File: src/rtl/trap_cmp_pkg.sv
package trap_cmp_pkg;

  // Relation vector; member order matches the condition mask bit order
  // (first member is the most significant bit, mask bit 4).
  typedef struct packed {
    logic lt_s;  // bit 4
    logic gt_s;  // bit 3
    logic eq;    // bit 2
    logic lt_u;  // bit 1
    logic gt_u;  // bit 0
  } rel_t;

  localparam int unsigned REL_N = $bits(rel_t);

endpackage

File: src/rtl/trap_opnd_prep.sv
module trap_opnd_prep #(
  parameter int unsigned DATA_W = 64,
  parameter int unsigned WORD_W = 32
) (
  input  logic              dword_i,
  input  logic [DATA_W-1:0] opnd_i,
  output logic [DATA_W-1:0] sgn_o,
  output logic [DATA_W-1:0] uns_o
);

  localparam int unsigned EXT_W = DATA_W - WORD_W;

  logic [WORD_W-1:0] low_part;

  assign low_part = opnd_i[WORD_W-1:0];

  always_comb begin
    if (dword_i) begin
      sgn_o = opnd_i;
      uns_o = opnd_i;
    end else begin
      sgn_o = {{EXT_W{low_part[WORD_W-1]}}, low_part};
      uns_o = {{EXT_W{1'b0}}, low_part};
    end
  end

endmodule

File: src/rtl/trap_rel_eval.sv
module trap_rel_eval #(
  parameter int unsigned DATA_W = 64
) (
  input  logic [DATA_W-1:0]  a_sgn_i,
  input  logic [DATA_W-1:0]  b_sgn_i,
  input  logic [DATA_W-1:0]  a_uns_i,
  input  logic [DATA_W-1:0]  b_uns_i,
  output trap_cmp_pkg::rel_t rel_o
);

  always_comb begin
    rel_o.lt_s = $signed(a_sgn_i) < $signed(b_sgn_i);
    rel_o.gt_s = $signed(a_sgn_i) > $signed(b_sgn_i);
    rel_o.eq   = (a_uns_i == b_uns_i);
    rel_o.lt_u = (a_uns_i < b_uns_i);
    rel_o.gt_u = (a_uns_i > b_uns_i);
  end

endmodule

File: src/rtl/trap_mask_or.sv
module trap_mask_or
  import trap_cmp_pkg::*;
(
  input  rel_t             rel_i,
  input  logic [REL_N-1:0] cond_i,
  output logic             hit_o
);

  logic [REL_N-1:0] enabled;

  assign enabled = rel_i & cond_i;
  assign hit_o   = |enabled;

endmodule

File: src/rtl/trap_cond_unit.sv
module trap_cond_unit
  import trap_cmp_pkg::*;
#(
  parameter int unsigned DATA_W     = 64,
  parameter int unsigned WORD_W     = 32,
  parameter int unsigned CAUSE_W    = 4,
  parameter logic [CAUSE_W-1:0] TRAP_CAUSE = 4'h3
) (
  input  logic               clk,
  input  logic               rst_n,
  input  logic               valid_i,
  input  logic               dword_i,
  input  logic [DATA_W-1:0]  opa_i,
  input  logic [DATA_W-1:0]  opb_i,
  input  logic [REL_N-1:0]   cond_i,
  output logic               trap_o,
  output logic [CAUSE_W-1:0] cause_o
);

  localparam int unsigned OPND_N = 2;

  logic [OPND_N-1:0][DATA_W-1:0] opnd_in;
  logic [OPND_N-1:0][DATA_W-1:0] opnd_sgn;
  logic [OPND_N-1:0][DATA_W-1:0] opnd_uns;
  rel_t                          rel;
  logic                          hit;
  logic                          trap_d, trap_q;
  logic [CAUSE_W-1:0]            cause_d, cause_q;

  assign opnd_in[0] = opa_i;
  assign opnd_in[1] = opb_i;

  for (genvar gi = 0; gi < OPND_N; gi++) begin : g_prep
    trap_opnd_prep #(
      .DATA_W (DATA_W),
      .WORD_W (WORD_W)
    ) u_prep (
      .dword_i (dword_i),
      .opnd_i  (opnd_in[gi]),
      .sgn_o   (opnd_sgn[gi]),
      .uns_o   (opnd_uns[gi])
    );
  end

  trap_rel_eval #(
    .DATA_W (DATA_W)
  ) u_eval (
    .a_sgn_i (opnd_sgn[0]),
    .b_sgn_i (opnd_sgn[1]),
    .a_uns_i (opnd_uns[0]),
    .b_uns_i (opnd_uns[1]),
    .rel_o   (rel)
  );

  trap_mask_or u_mask (
    .rel_i  (rel),
    .cond_i (cond_i),
    .hit_o  (hit)
  );

  // next-state
  always_comb begin
    trap_d  = valid_i & hit;
    cause_d = trap_d ? TRAP_CAUSE : '0;
  end

  // state
  always_ff @(posedge clk or negedge rst_n) begin
    if (!rst_n) begin
      trap_q  <= 1'b0;
      cause_q <= '0;
    end else begin
      trap_q  <= trap_d;
      cause_q <= cause_d;
    end
  end

  assign trap_o  = trap_q;
  assign cause_o = cause_q;

endmodule

File: config.mk
export PLATFORM = sky130hd
export DESIGN_NAME = trap_cond_unit
export DESIGN_NICKNAME = d
export VERILOG_FILES = /design/src/rtl/trap_cmp_pkg.sv /design/src/rtl/trap_opnd_prep.sv /design/src/rtl/trap_rel_eval.sv /design/src/rtl/trap_mask_or.sv /design/src/rtl/trap_cond_unit.sv
export SDC_FILE = /design/constraint.sdc
export NUM_CORES = 1
export LEC_CHECK = 0
export ABC_AREA = 0
export BUFFER_PORTS_ARGS = -buffer_cell sky130_fd_sc_hd__buf_2
export CAP_MARGIN = 20
export CORE_MARGIN = 4
export CORE_UTILIZATION = 45
export CTS_CLUSTER_SIZE = 30
export DETAILED_ROUTE_END_ITERATION = 12
export HOLD_SLACK_MARGIN = 0.12
export PLACE_DENSITY = 0.69
export SYNTH_ARGS = -nofsm -noshare
export SYNTH_HDL_FRONTEND = slang
export SYNTH_HIERARCHICAL = 1
export SYNTH_SLANG_ARGS = --single-unit
File: constraint.sdc
create_clock -name clk -period 1 [get_ports clk]
set_clock_uncertainty 0.15 [all_clocks]
set_input_delay 0.15 -clock clk [delete_from_list [all_inputs] [get_ports clk]]
set_output_delay 0.15 -clock clk [all_outputs]
set_load 0.1 [all_outputs]
### Yosys cells after proc, flatten, opt, wreduce, memory -nomap -nowiden

Cells that the tools add are included.

* equal/unequal tests: 1
* bitwise operators: 2
* muxes and demuxes: 5
* reductions and logical operators: 1
* magnitude comparators: 4

Operators with widths (count)
* 64-bit 2-to-1 mux: 4
* 64-bit greater-than comparator: 2
* 64-bit < comparator: 2
* 64-bit equality test: 1
* 5-bit AND: 1
* 5-bit OR reduction: 1
* 2-bit 2-to-1 mux: 1
* 1-bit AND: 1

* register bits after elaboration: 3
* logic and storage cells: 15
* output and inout port bits: 5

### Longest topological paths before layout

Gate-level depths: netlist of run 1.

* word-level depth: 6
* gate-level depth with buffers: 15
* depth with buffers taken out: 13

### Modules after synthesis

Netlist of run 1, hierarchy kept.

By module, submodules not included
* trap_rel_eval: cells an instance 472, instances 1, area each 3285.7 µm²
* trap_opnd_prep: cells an instance 138, instances 2, area each 1242.4 µm²
* trap_cond_unit: cells an instance 7, instances 1, area each 65.1 µm²
* trap_mask_or: cells an instance 3, instances 1, area each 21.3 µm²

### Least setup slack after synthesis of run 1

No wires, ideal clock.

* path kind: input port to flip-flop
* start: input dword_i
* end: register cause_q[0] (netlist: cause_o[0])
* slack: -1.834 ns
* data required time: 0.731 ns
* arrival time: 2.566 ns
* stages on the path: 13
* cells stage by stage: buf_6 > buf_12 > mux2_4 > ha_1 > nand4_1 > nor4_1 > nand4_1 > a31o_1 > nand3_2 > mux2i_1 > a222oi_1 > nand2_1 > and2_1

RTL lines
* from (decl): line trap_cond_unit.sv:12 `input logic dword_i,`
* to (signal assigned): line trap_cond_unit.sv:74 `cause_q <= cause_d;`
* to (decl): line trap_cond_unit.sv:28 `logic [CAUSE_W-1:0] cause_d, cause_q;`

==> out/qor.yml, run 1 <==
grt_first_pass_wirelength_um: 20900
vdd_drop_max_mv: 0.312
max-cap-violations: 0
synth-edff-count: 0
arrival_ns: 2.78
antenna_left: 0
drtPass1Iterations: 4
nFillCells: 1221
setup_tns_ns: -2.04
hold-worst-slack_ns: 0.222
holdPathStages: 2
fin_crit_ns: 3.04
finalWirelength_um: 13200
hold_path.class: "primary input to flip-flop"
crit_type: "primary input to flip-flop"
first_global_vias: 4745
avgSynthCellArea_um2: 7.73
io_pins: 142
vias: 4845
post-route-drc-count: 0
gp_congestion: 0.822
stdcell_count: 997
ys_warn_count: 6
cp_max_fo: 14
syn_area_mm2: 0.00586
die_w_um: 122
nets: 1092
layout_common_cells: "buf_2, inv_1, ha_1, and2_1, buf_4"
core_mm2: 0.0127
setup_viol: 1
placed_cells: 979
detail_route.wl_per_cell_um: 13.3
setup_slack_ns: -2.04
antenna_found_initial: 1
n_antenna_cell: 0
pre_cts_ws_ns: -2.14
critical_path_required_ns: 0.73
overflow: 0
synth_cells: 758
drt_first_iter_violations: 153
grt_max_degree: 18
mostFrequentLayoutCell: "buf_2"
floorplan.die_area_mm2: 0.0149
viasPerCell: 4.86
rsz0062_at_grt: "yes"
failed_checks: "setup timing"
clk_pin_slew_ns: 0
start_util_pct: 46.2
die_h_um: 122
p_leak_nw: 3.78
slew_viol_final: 0
cp-start-kind: "primary input"
status: "finished, violations left"
ys_types: 46
power_density_mw_per_mm2: 479
synth_seq_cells: 1
ys_seq_area_share_pct: 0.427
std_cell_rows: 41
synth_ff_type: "dfrtp_1"
syn_to_final_growth_pct: 14.0
drive_gt1_share_pct: 37.3
timing_hold_violations_final: 0
clock.fmax_ghz: 0.328
port_buffers: 139
period_share_pct: 304
largest_reg_flops: 1
dp_hpwl_um: 11200
critPathCaptureType: "flip-flop"
track_usage_pct: 16.6
async_reset_ff_share_pct: 100
[logic make-up after synthesis]
| group | count (synthesis) | synth area share [%] |
|---|---|---|
| buffers and inverters | 284 | 28.7 |
| and+or+nand+nor | 178 | 17.1 |
| adders and majority gates | 128 | 27.3 |
| AOI/OAI and AO/OA | 100 | 10.2 |
| muxes | 65 | 16.1 |
| other | 1 | 0.0640 |
| xor gates and xnor gates | 1 | 0.150 |
| DFF | 1 | 0.427 |
[path summary, 6_finish.rpt]
check / from / endpoint / slack (ns)
worst max-delay path: dword_i / cause_o[0]$_DFF_PN0_ / -2.04
max in group asynchronous: rst_n / cause_o[0]$_DFF_PN0_ / 0.27
worst min-delay path: valid_i / cause_o[0]$_DFF_PN0_ / 0.22
min in group asynchronous: rst_n / cause_o[0]$_DFF_PN0_ / 0.32
[layer usage]
metal	vias up	wire length, um	track usage, %
met5	-	13	0
met1	2153	6030	22.0
met2	127	6340	30.1
met3	14	740	1.95
li1	2549	-	-
met4	2	130	1.26
[worst max-delay path, cell delays in order]
cell and delay [ns]:
buf_16 0.14, buf_12 0.13, buf_16 0.14, mux2_4 0.29, inv_1 0.11, ha_4 0.14, nand4_1 0.12, buf_4 0.18
nor4_4 0.31, nand4_1 0.15, a31o_1 0.23, nand3_2 0.10, mux2i_1 0.08, a222oi_1 0.28, nand2_1 0.08, and2_1 0.13
[repair_timing]
item | CTS | global route
hold buffers | 1 | 0
setup endpoints to repair | 1 | 1
setup buffers | 1 | 9
pin swaps | 8 | 14
hold endpoints to repair | 1 | 0
resized for setup | 10 | 25
cloned | 4 | 3
[report_power, final]
part	leakage [nW]	total [mW]	switching, mW	internal, mW
Clock	0	0	0	0
Sequential	0.0112	0.0680	0.0163	0.0517
Combinational	3.77	3.13	1.49	1.63
Total	3.78	3.20	1.51	1.69
[cell type report]
class,instances,area [um^2],share of cell area (%)
multi-input cells,474,4350,65.2
well taps,172,215,3.22
flip-flops and latches,1,28.8,0.431
inverters,132,495,7.42
repair buffers,218,1580,23.7
[synthesized netlist by cell type (2+ instances only)]
cell type,count,area [um^2]
nor4_1,6,37.5
buf_2,12,60.1
a211oi_1,2,15.0
mux2_4,56,841
nor3_2,2,20.0
mux2_2,8,90.1
nand4_2,2,25.0
inv_1,132,495
a222oi_1,2,20.0
nand3_2,2,20.0
a31oi_1,2,12.5
buf_8,2,30.0
nand3_1,11,55.1
ha_1,128,1600
a21oi_1,50,250
o21ai_0,18,90.1
nand4_1,25,156
nand2_1,33,124
o311a_1,2,20.0
buf_12,4,80.1
nor2_1,18,67.6
a22oi_1,3,22.5
a21o_1,12,90.1
buf_6,2,22.5
buf_4,132,991
nor3_1,6,30.0
a21boi_0,2,15.0
and2_1,65,407
nor2b_1,2,12.5
[per-stage QoR]
step                power [mW]  area, um^2  utilization, %
floorplan                 2.34        5940               -
global placement          2.86        6200            48.9
detailed placement        2.90        6200            48.9
CTS                       3.02        6390            50.4
global route              3.55        6680            52.7
finish                    3.20        6680            52.7
No activity file was read; power rests on OpenSTA's default activity.
==> inputs of run 2 (changes only) <==
--- a/config.mk
+++ b/config.mk
@@ -5,7 +5,7 @@
 export SDC_FILE = /design/constraint.sdc
 export NUM_CORES = 1
 export LEC_CHECK = 0
-export ABC_AREA = 0
+export ABC_AREA = 1
 export BUFFER_PORTS_ARGS = -buffer_cell sky130_fd_sc_hd__buf_2
 export CAP_MARGIN = 20
 export CORE_MARGIN = 4
@@ -13,7 +13,7 @@
 export CTS_CLUSTER_SIZE = 30
 export DETAILED_ROUTE_END_ITERATION = 12
 export HOLD_SLACK_MARGIN = 0.12
-export PLACE_DENSITY = 0.69
+export PLACE_DENSITY = 0.81
 export SYNTH_ARGS = -nofsm -noshare
 export SYNTH_HDL_FRONTEND = slang
 export SYNTH_HIERARCHICAL = 1
==> run 2 against run 1 <==
  * Highest routed layer unchanged
  * Cell area decreased by 7.3%
  * Cell count up 11%
  * Worst setup slack gained 0.44 ns
  * Critical endpoint unchanged
  * Worst hold slack got worse by 0.027 ns
  * Combinational power down 7.7%
  * The flow still finishes with violations (setup timing)
  * Synthesized cell count rose by 22%
  * Sequential share of layout area about the same
  * Area after synthesis shrank 6.9%
  * Largest power group unchanged
==> out/qor.yml, run 2 <==
status: "finished, violations left"
failed_checks: "setup timing"
power_density_mw_per_mm2: 477  # -0.26%
synth_top_area_cell: "ha_1"
period_share_pct: 260  # -44 points
grt_max_degree: 17  # -1
synth_seq_cells: 1  # unchanged
p_leak_nw: 4.25  # +12%
floorplan.die_area_mm2: 0.0139  # -6.4%
setup_viol: 1  # unchanged
synth-edff-count: 0  # unchanged
ys_top_cells_by_count: "nand2_1, inv_1, buf_4"
grt_first_pass_wirelength_um: 20500  # -2.0%
port_buffers: 139  # unchanged
ys_seq_area_share_pct: 0.459  # +0.032 points
syn_area_mm2: 0.00545  # -6.9%
die_h_um: 118  # -3.3%
layout_common_cells: "nand2_1, inv_1, buf_2, ha_1, a21oi_1"
track_usage_pct: 16.6  # about the same
setup_slack_ns: -1.60  # +0.445 ns
clock.fmax_ghz: 0.385  # +17%
path_delay_family: "simple AND/OR/NAND/NOR gates"
std_cell_rows: 39  # -4.9%
hold_path.class: "primary input to flip-flop"
max_stage_delay_ns: 0.29  # -0.02 ns
first_global_vias: 4930  # +3.9%
gp_congestion: 0.842  # +2.4%
pre_cts_ws_ns: -1.66  # +0.487 ns
dp_hpwl_um: 10400  # -6.8%
syn_to_final_growth_pct: 13.5
synth_cells: 928  # +22%
final_core_util_pct: 53.1  # +0.38 points
critical_path_required_ns: 0.74  # about the same
vdd_drop_max_mv: 0.248  # -21%
ys_warn_count: 6  # unchanged
avgSynthCellArea_um2: 5.88  # -24%
arrival_ns: 2.34  # -0.44 ns
finalWirelength_um: 12700  # -3.9%
viasPerCell: 4.63  # -4.8%
synth_area_leaders: "ha_1, buf_4, nand2_1, inv_1, a21oi_1"
start_util_pct: 46.8  # +0.54 points
cp-start-kind: "primary input"
fin_crit_ns: 2.60  # -0.445 ns
slowest_stage: "ha_1"
antenna_found_initial: 4  # +3
slew_viol_final: 0  # unchanged
post-route-drc-count: 0  # unchanged
worst-path-buf-inv: 8  # +3
critPathCaptureType: "flip-flop"
antenna_left: 0  # unchanged
largest_reg_flops: 1  # unchanged
vias: 5140  # +6.1%
overflow: 0  # unchanged
max-cap-violations: 0  # unchanged
mostFrequentLayoutCell: "nand2_1"
timing_hold_violations_final: 0  # unchanged
rsz0062_at_grt: "yes"
core_mm2: 0.0117  # -8.0%
synth_ff_type: "dfrtp_1"
clk_pin_slew_ns: 0  # unchanged
detail_route.wl_per_cell_um: 11.5  # -14%
drtPass1Iterations: 4  # unchanged
drive_gt1_share_pct: 27.2  # -10 points
async_reset_ff_share_pct: 100  # unchanged
synth.most_common_cell: "nand2_1"
ys_types: 29  # -37%
drt_first_iter_violations: 158  # +3.3%
cp_max_fo: 11  # -3
worstPathCellList: "buf_12, buf_12, buf_12, nand2_1, inv_1, inv_1, ha_1, nand2_1, inv_2, nand3_2, nor3_4, buf_6, nand2_1, a21oi_2, nor2_2, and2_1, nand2_1, nand2_1, nor2_1, nand2_1, nand2_1, inv_1"
cpMostUsedCell: "nand2_1"
io_pins: 142  # unchanged
crit_type: "primary input to flip-flop"
synth_top_area_share_pct: 29.4  # +2.0 points
die_w_um: 118  # -3.3%
nets: 1234  # +13%
[run 2: changes by cell type after synthesis, sizes merged, moves of 6 or more]
cell,delta
mux2,-64
nand2,+233
a21oi,+7
a21o,-9
and2,-64
inv,+104
nand4,-16
buf,-6
nor2,+18
[run 2: metrics by stage]
stage / hold WS (ns) / std cells / cell area [um^2] / power, mW / setup TNS, ns
6_report: 0.195 / 1111 / 6190 / 2.96 / -1.60
5_1_grt: 0.213 / 1111 / 6190 / 3.35 / -1.75
4_1_cts: 0.200 / 1107 / 5860 / 2.74 / -1.54
3_5_place_dp: -0.216 / 1099 / 5570 / 2.56 / -1.66
3_3_place_gp: -0.214 / 1099 / 5570 / 2.49 / -1.57
2_1_floorplan: -0.296 / 929 / 5490 / 2.13 / -1.45
[run 2: metal layers]
layer | track usage, % | up-vias | wire length, um
met1 | 19.4 | 2246 | 5260
li1 | - | 2745 | -
met5 | 0 | - | 22
met3 | 2.64 | 20 | 750
met2 | 32.4 | 123 | 6540
met4 | 1.83 | 6 | 165
[run 2: power breakdown]
group | internal, mW | leakage, nW | switching, mW | total [mW]
logic | 1.28 | 4.24 | 1.60 | 2.89
clock network | 0.000000134 | 0.00000634 | 0 | 0.000000134
registers | 0.0513 | 0.0112 | 0.0153 | 0.0666
total | 1.34 | 4.25 | 1.62 | 2.96
[run 2: cells by family (layout without fill, tap and decap cells)]
family,Yosys count,after routing,synth area share [%]
and+or+nand+nor,336,338,25.4
buffers and inverters,382,418,36.9
adders and majority gates,128,128,29.4
DFF,1,1,0.459
other,1,3,0.0688
AOI/OAI and AO/OA,80,80,7.80
[run 2: what timing repair did]
| action | 4_1_cts | 5_1_grt |
|---|---|---|
| setup buffers | 3 | 2 |
| setup endpoints to repair | 1 | 1 |
| pin swaps | 23 | 36 |
| gates cloned | 4 | 1 |
| resized for setup | 35 | 59 |
| hold endpoints to repair | 1 | 0 |
| hold buffers | 1 | 0 |
[run 2: worst paths after layout]
kind	from	depth (start not counted)	end
worst min-delay path	valid_i	3	cause_o[0]$_DFF_PN0_
min in group asynchronous	rst_n	2	cause_o[0]$_DFF_PN0_
worst max-delay path	dword_i	22	cause_o[0]$_DFF_PN0_
max in group asynchronous	rst_n	2	cause_o[0]$_DFF_PN0_
[run 2: final cells by class]
type | instances | area, um^2
tap | 143 | 179
timing repair buffer | 182 | 1250
fill | 1158 | 5470
antenna | 1 | 2.50
sequential | 1 | 28.8
multi-input combinational | 548 | 3830
inverter | 236 | 901
==> inputs of run 3 (changes only) <==
--- a/config.mk
+++ b/config.mk
@@ -9,11 +9,11 @@
 export BUFFER_PORTS_ARGS = -buffer_cell sky130_fd_sc_hd__buf_2
 export CAP_MARGIN = 20
 export CORE_MARGIN = 4
-export CORE_UTILIZATION = 45
+export CORE_UTILIZATION = 40
 export CTS_CLUSTER_SIZE = 30
 export DETAILED_ROUTE_END_ITERATION = 12
 export HOLD_SLACK_MARGIN = 0.12
-export PLACE_DENSITY = 0.81
+export PLACE_DENSITY = 0.74
 export SYNTH_ARGS = -nofsm -noshare
 export SYNTH_HDL_FRONTEND = slang
 export SYNTH_HIERARCHICAL = 1
==> run 3 against run 2 <==
  * The run still ends with setup timing left
  * Global-route usage shrank 0.87 points
  * Maximum frequency grew 2.8%
  * First-iteration DRC count grew 30%
  * Critical path depth shrank 3
  * Sequential share of layout area is essentially flat
  * Cell count grew 3.7%
  * Worst hold slack gained 0.024 ns
  * Core utilization shrank 5.8 points
  * Wire length grew 1.2%
  * Sequential cell count is the same
  * Combinational power is essentially flat
==> out/qor.yml, run 3 (same netlist as run 2, synthesis figures left out) <==
swShare_pct: 54.1  # -0.75 points
vdd_drop_max_mv: 0.186  # -25%
antenna_found_initial: 0  # -4
cpMostUsedCell: "nand2_1"
max-cap-violations: 0  # unchanged
power_density_mw_per_mm2: 476  # -0.35%
vias: 5120  # -0.39%
io_pins: 142  # unchanged
largest_reg_flops: 1  # unchanged
placed_cells: 1133  # +3.1%
stdcell_count: 1152  # +3.7%
first_global_vias: 5044  # +2.3%
setup_slack_ns: -1.53  # +0.0718 ns
drt_first_iter_violations: 206  # +30%
crit_type: "primary input to flip-flop"
critPathCaptureType: "flip-flop"
worst-path-buf-inv: 6  # -2
layout_common_cells: "nand2_1, inv_1, buf_2, ha_1, a21oi_1"
rsz0062_at_grt: "yes"
dp_hpwl_um: 10900  # +4.6%
fin_total_pwr_mw: 2.99  # +1.1%
clkPwrFrac_pct: 0  # unchanged
slew_viol_final: 0  # unchanged
p_int_mw: 1.37  # +2.8%
slowest_stage: "o21ai_0"
p_leak_nw: 4.32  # +1.4%
clk_pin_slew_ns: 0  # unchanged
setup_viol: 1  # unchanged
hold_end: "cause_o[0]$_DFF_PN0_"
drtPass1Iterations: 4  # unchanged
die_w_um: 125  # +5.7%
detail_route.wl_per_cell_um: 11.2  # -2.4%
hold_start: "valid_i"
holdPathStages: 3  # unchanged
path_delay_family: "simple AND/OR/NAND/NOR gates"
gp_congestion: 0.894  # +6.2%
clock.fmax_ghz: 0.396  # +2.8%
worstPathCellList: "buf_16, buf_6, buf_4, nand2_1, inv_1, inv_1, ha_1, nand2_1, nor2_1, nand4_1, o21ai_0, nor2_1, and2_1, nand2_1, nand2_1, nor2_1, nand2_1, nand2_1, inv_1"
antenna_left: 0  # unchanged
comb_power_share_pct: 97.7  # about the same
sequentialPowerShare_pct: 2.3  # about the same
max_stage_delay_ns: 0.33  # +0.04 ns
floorplan.die_area_mm2: 0.0156  # +12%
drive_gt1_share_pct: 27.0  # -0.15 points
status: "finished, violations left"
timing_hold_violations_final: 0  # unchanged
core_mm2: 0.0133  # +14%
period_share_pct: 253  # -7.2 points
syn_to_final_growth_pct: 15.2
overflow: 0  # unchanged
grt_first_pass_wirelength_um: 21500  # +4.8%
grt_max_degree: 28  # +11
track_usage_pct: 15.7  # -0.87 points
fin_crit_ns: 2.53  # -0.0718 ns
die_h_um: 125  # +5.7%
start_util_pct: 41.0  # -5.7 points
arrival_ns: 2.26  # -0.08 ns
cp-start-kind: "primary input"
post-route-drc-count: 0  # unchanged
hold_path.class: "primary input to flip-flop"
nets: 1243  # +0.73%
p_switching_mw: 1.62  # -0.24%
mostFrequentLayoutCell: "nand2_1"
failed_checks: "setup timing"
n_antenna_cell: 0  # -1
finalWirelength_um: 12900  # +1.2%
critical_path_required_ns: 0.74  # about the same
viasPerCell: 4.44  # -3.9%
port_buffers: 139  # unchanged
std_cell_rows: 42  # +7.7%
cp_max_fo: 8  # -3
==> run 3: area by class of cell <==
type	instances	area, um^2
Timing Repair Buffer	193	1400
Inverter	236	898
Fill cell	1345	7010
Sequential cell	1	28.8
Multi-Input combinational cell	546	3730
Tap cell	176	220
==> run 3: through the flow <==
stage,cell area [um^2],setup slack [ns],hold WS [ns],setup TNS (ns),util [%]
after CTS,6060,-1.52,0.232,-1.52,45.5
after global placement,5630,-1.64,-0.223,-1.64,42.4
after detailed placement,5630,-1.70,-0.220,-1.71,42.4
final,6280,-1.53,0.219,-1.53,47.3
after global routing,6280,-1.76,0.245,-1.79,47.3
after floorplan,5490,-1.16,-0.296,-1.45,-
==> run 3: power by group through the flow <==
stage	sequential, mW	clock (mW)	combinational, mW
after floorplan	0.106	0	2.02
after global placement	0.0692	0	2.46
after detailed placement	0.0698	0	2.51
after CTS	0.0698	0	2.73
after global routing	0.0708	0	3.34
final	0.0680	0	2.92
==> run 3: metal layers <==
metal | part of all wire (%) | up-vias | track usage (%)
met5 | 0 | - | 0
met4 | 0.87 | 0 | 1.35
met3 | 5.7 | 10 | 1.72
met2 | 51 | 116 | 31.0
met1 | 42 | 2222 | 18.8
li1 | - | 2772 | -
==> run 3: worst max path at each step <==
| stage | start | to | slack [ns] | cells past startpoint |
|---|---|---|---|---|
| detailed placement | dword_i | cause_o[0]$_DFF_PN0_ | -1.70 | 21 |
| floorplan | dword_i | cause_o[0]$_DFF_PN0_ | -1.16 | 22 |
| global route | dword_i | cause_o[0]$_DFF_PN0_ | -1.76 | 21 |
| global placement | dword_i | cause_o[0]$_DFF_PN0_ | -1.64 | 21 |
| finish | dword_i | cause_o[0]$_DFF_PN0_ | -1.53 | 19 |
| CTS | dword_i | cause_o[0]$_DFF_PN0_ | -1.52 | 23 |
==> run 3: what timing repair did <==
action	4_1_cts	5_1_grt
hold buffers	1	0
pin swaps	17	24
gates resized for setup	43	44
setup endpoints to repair	4	4
cloned	4	1
endpoints found under the hold margin	1	0
buffers inserted	12	1
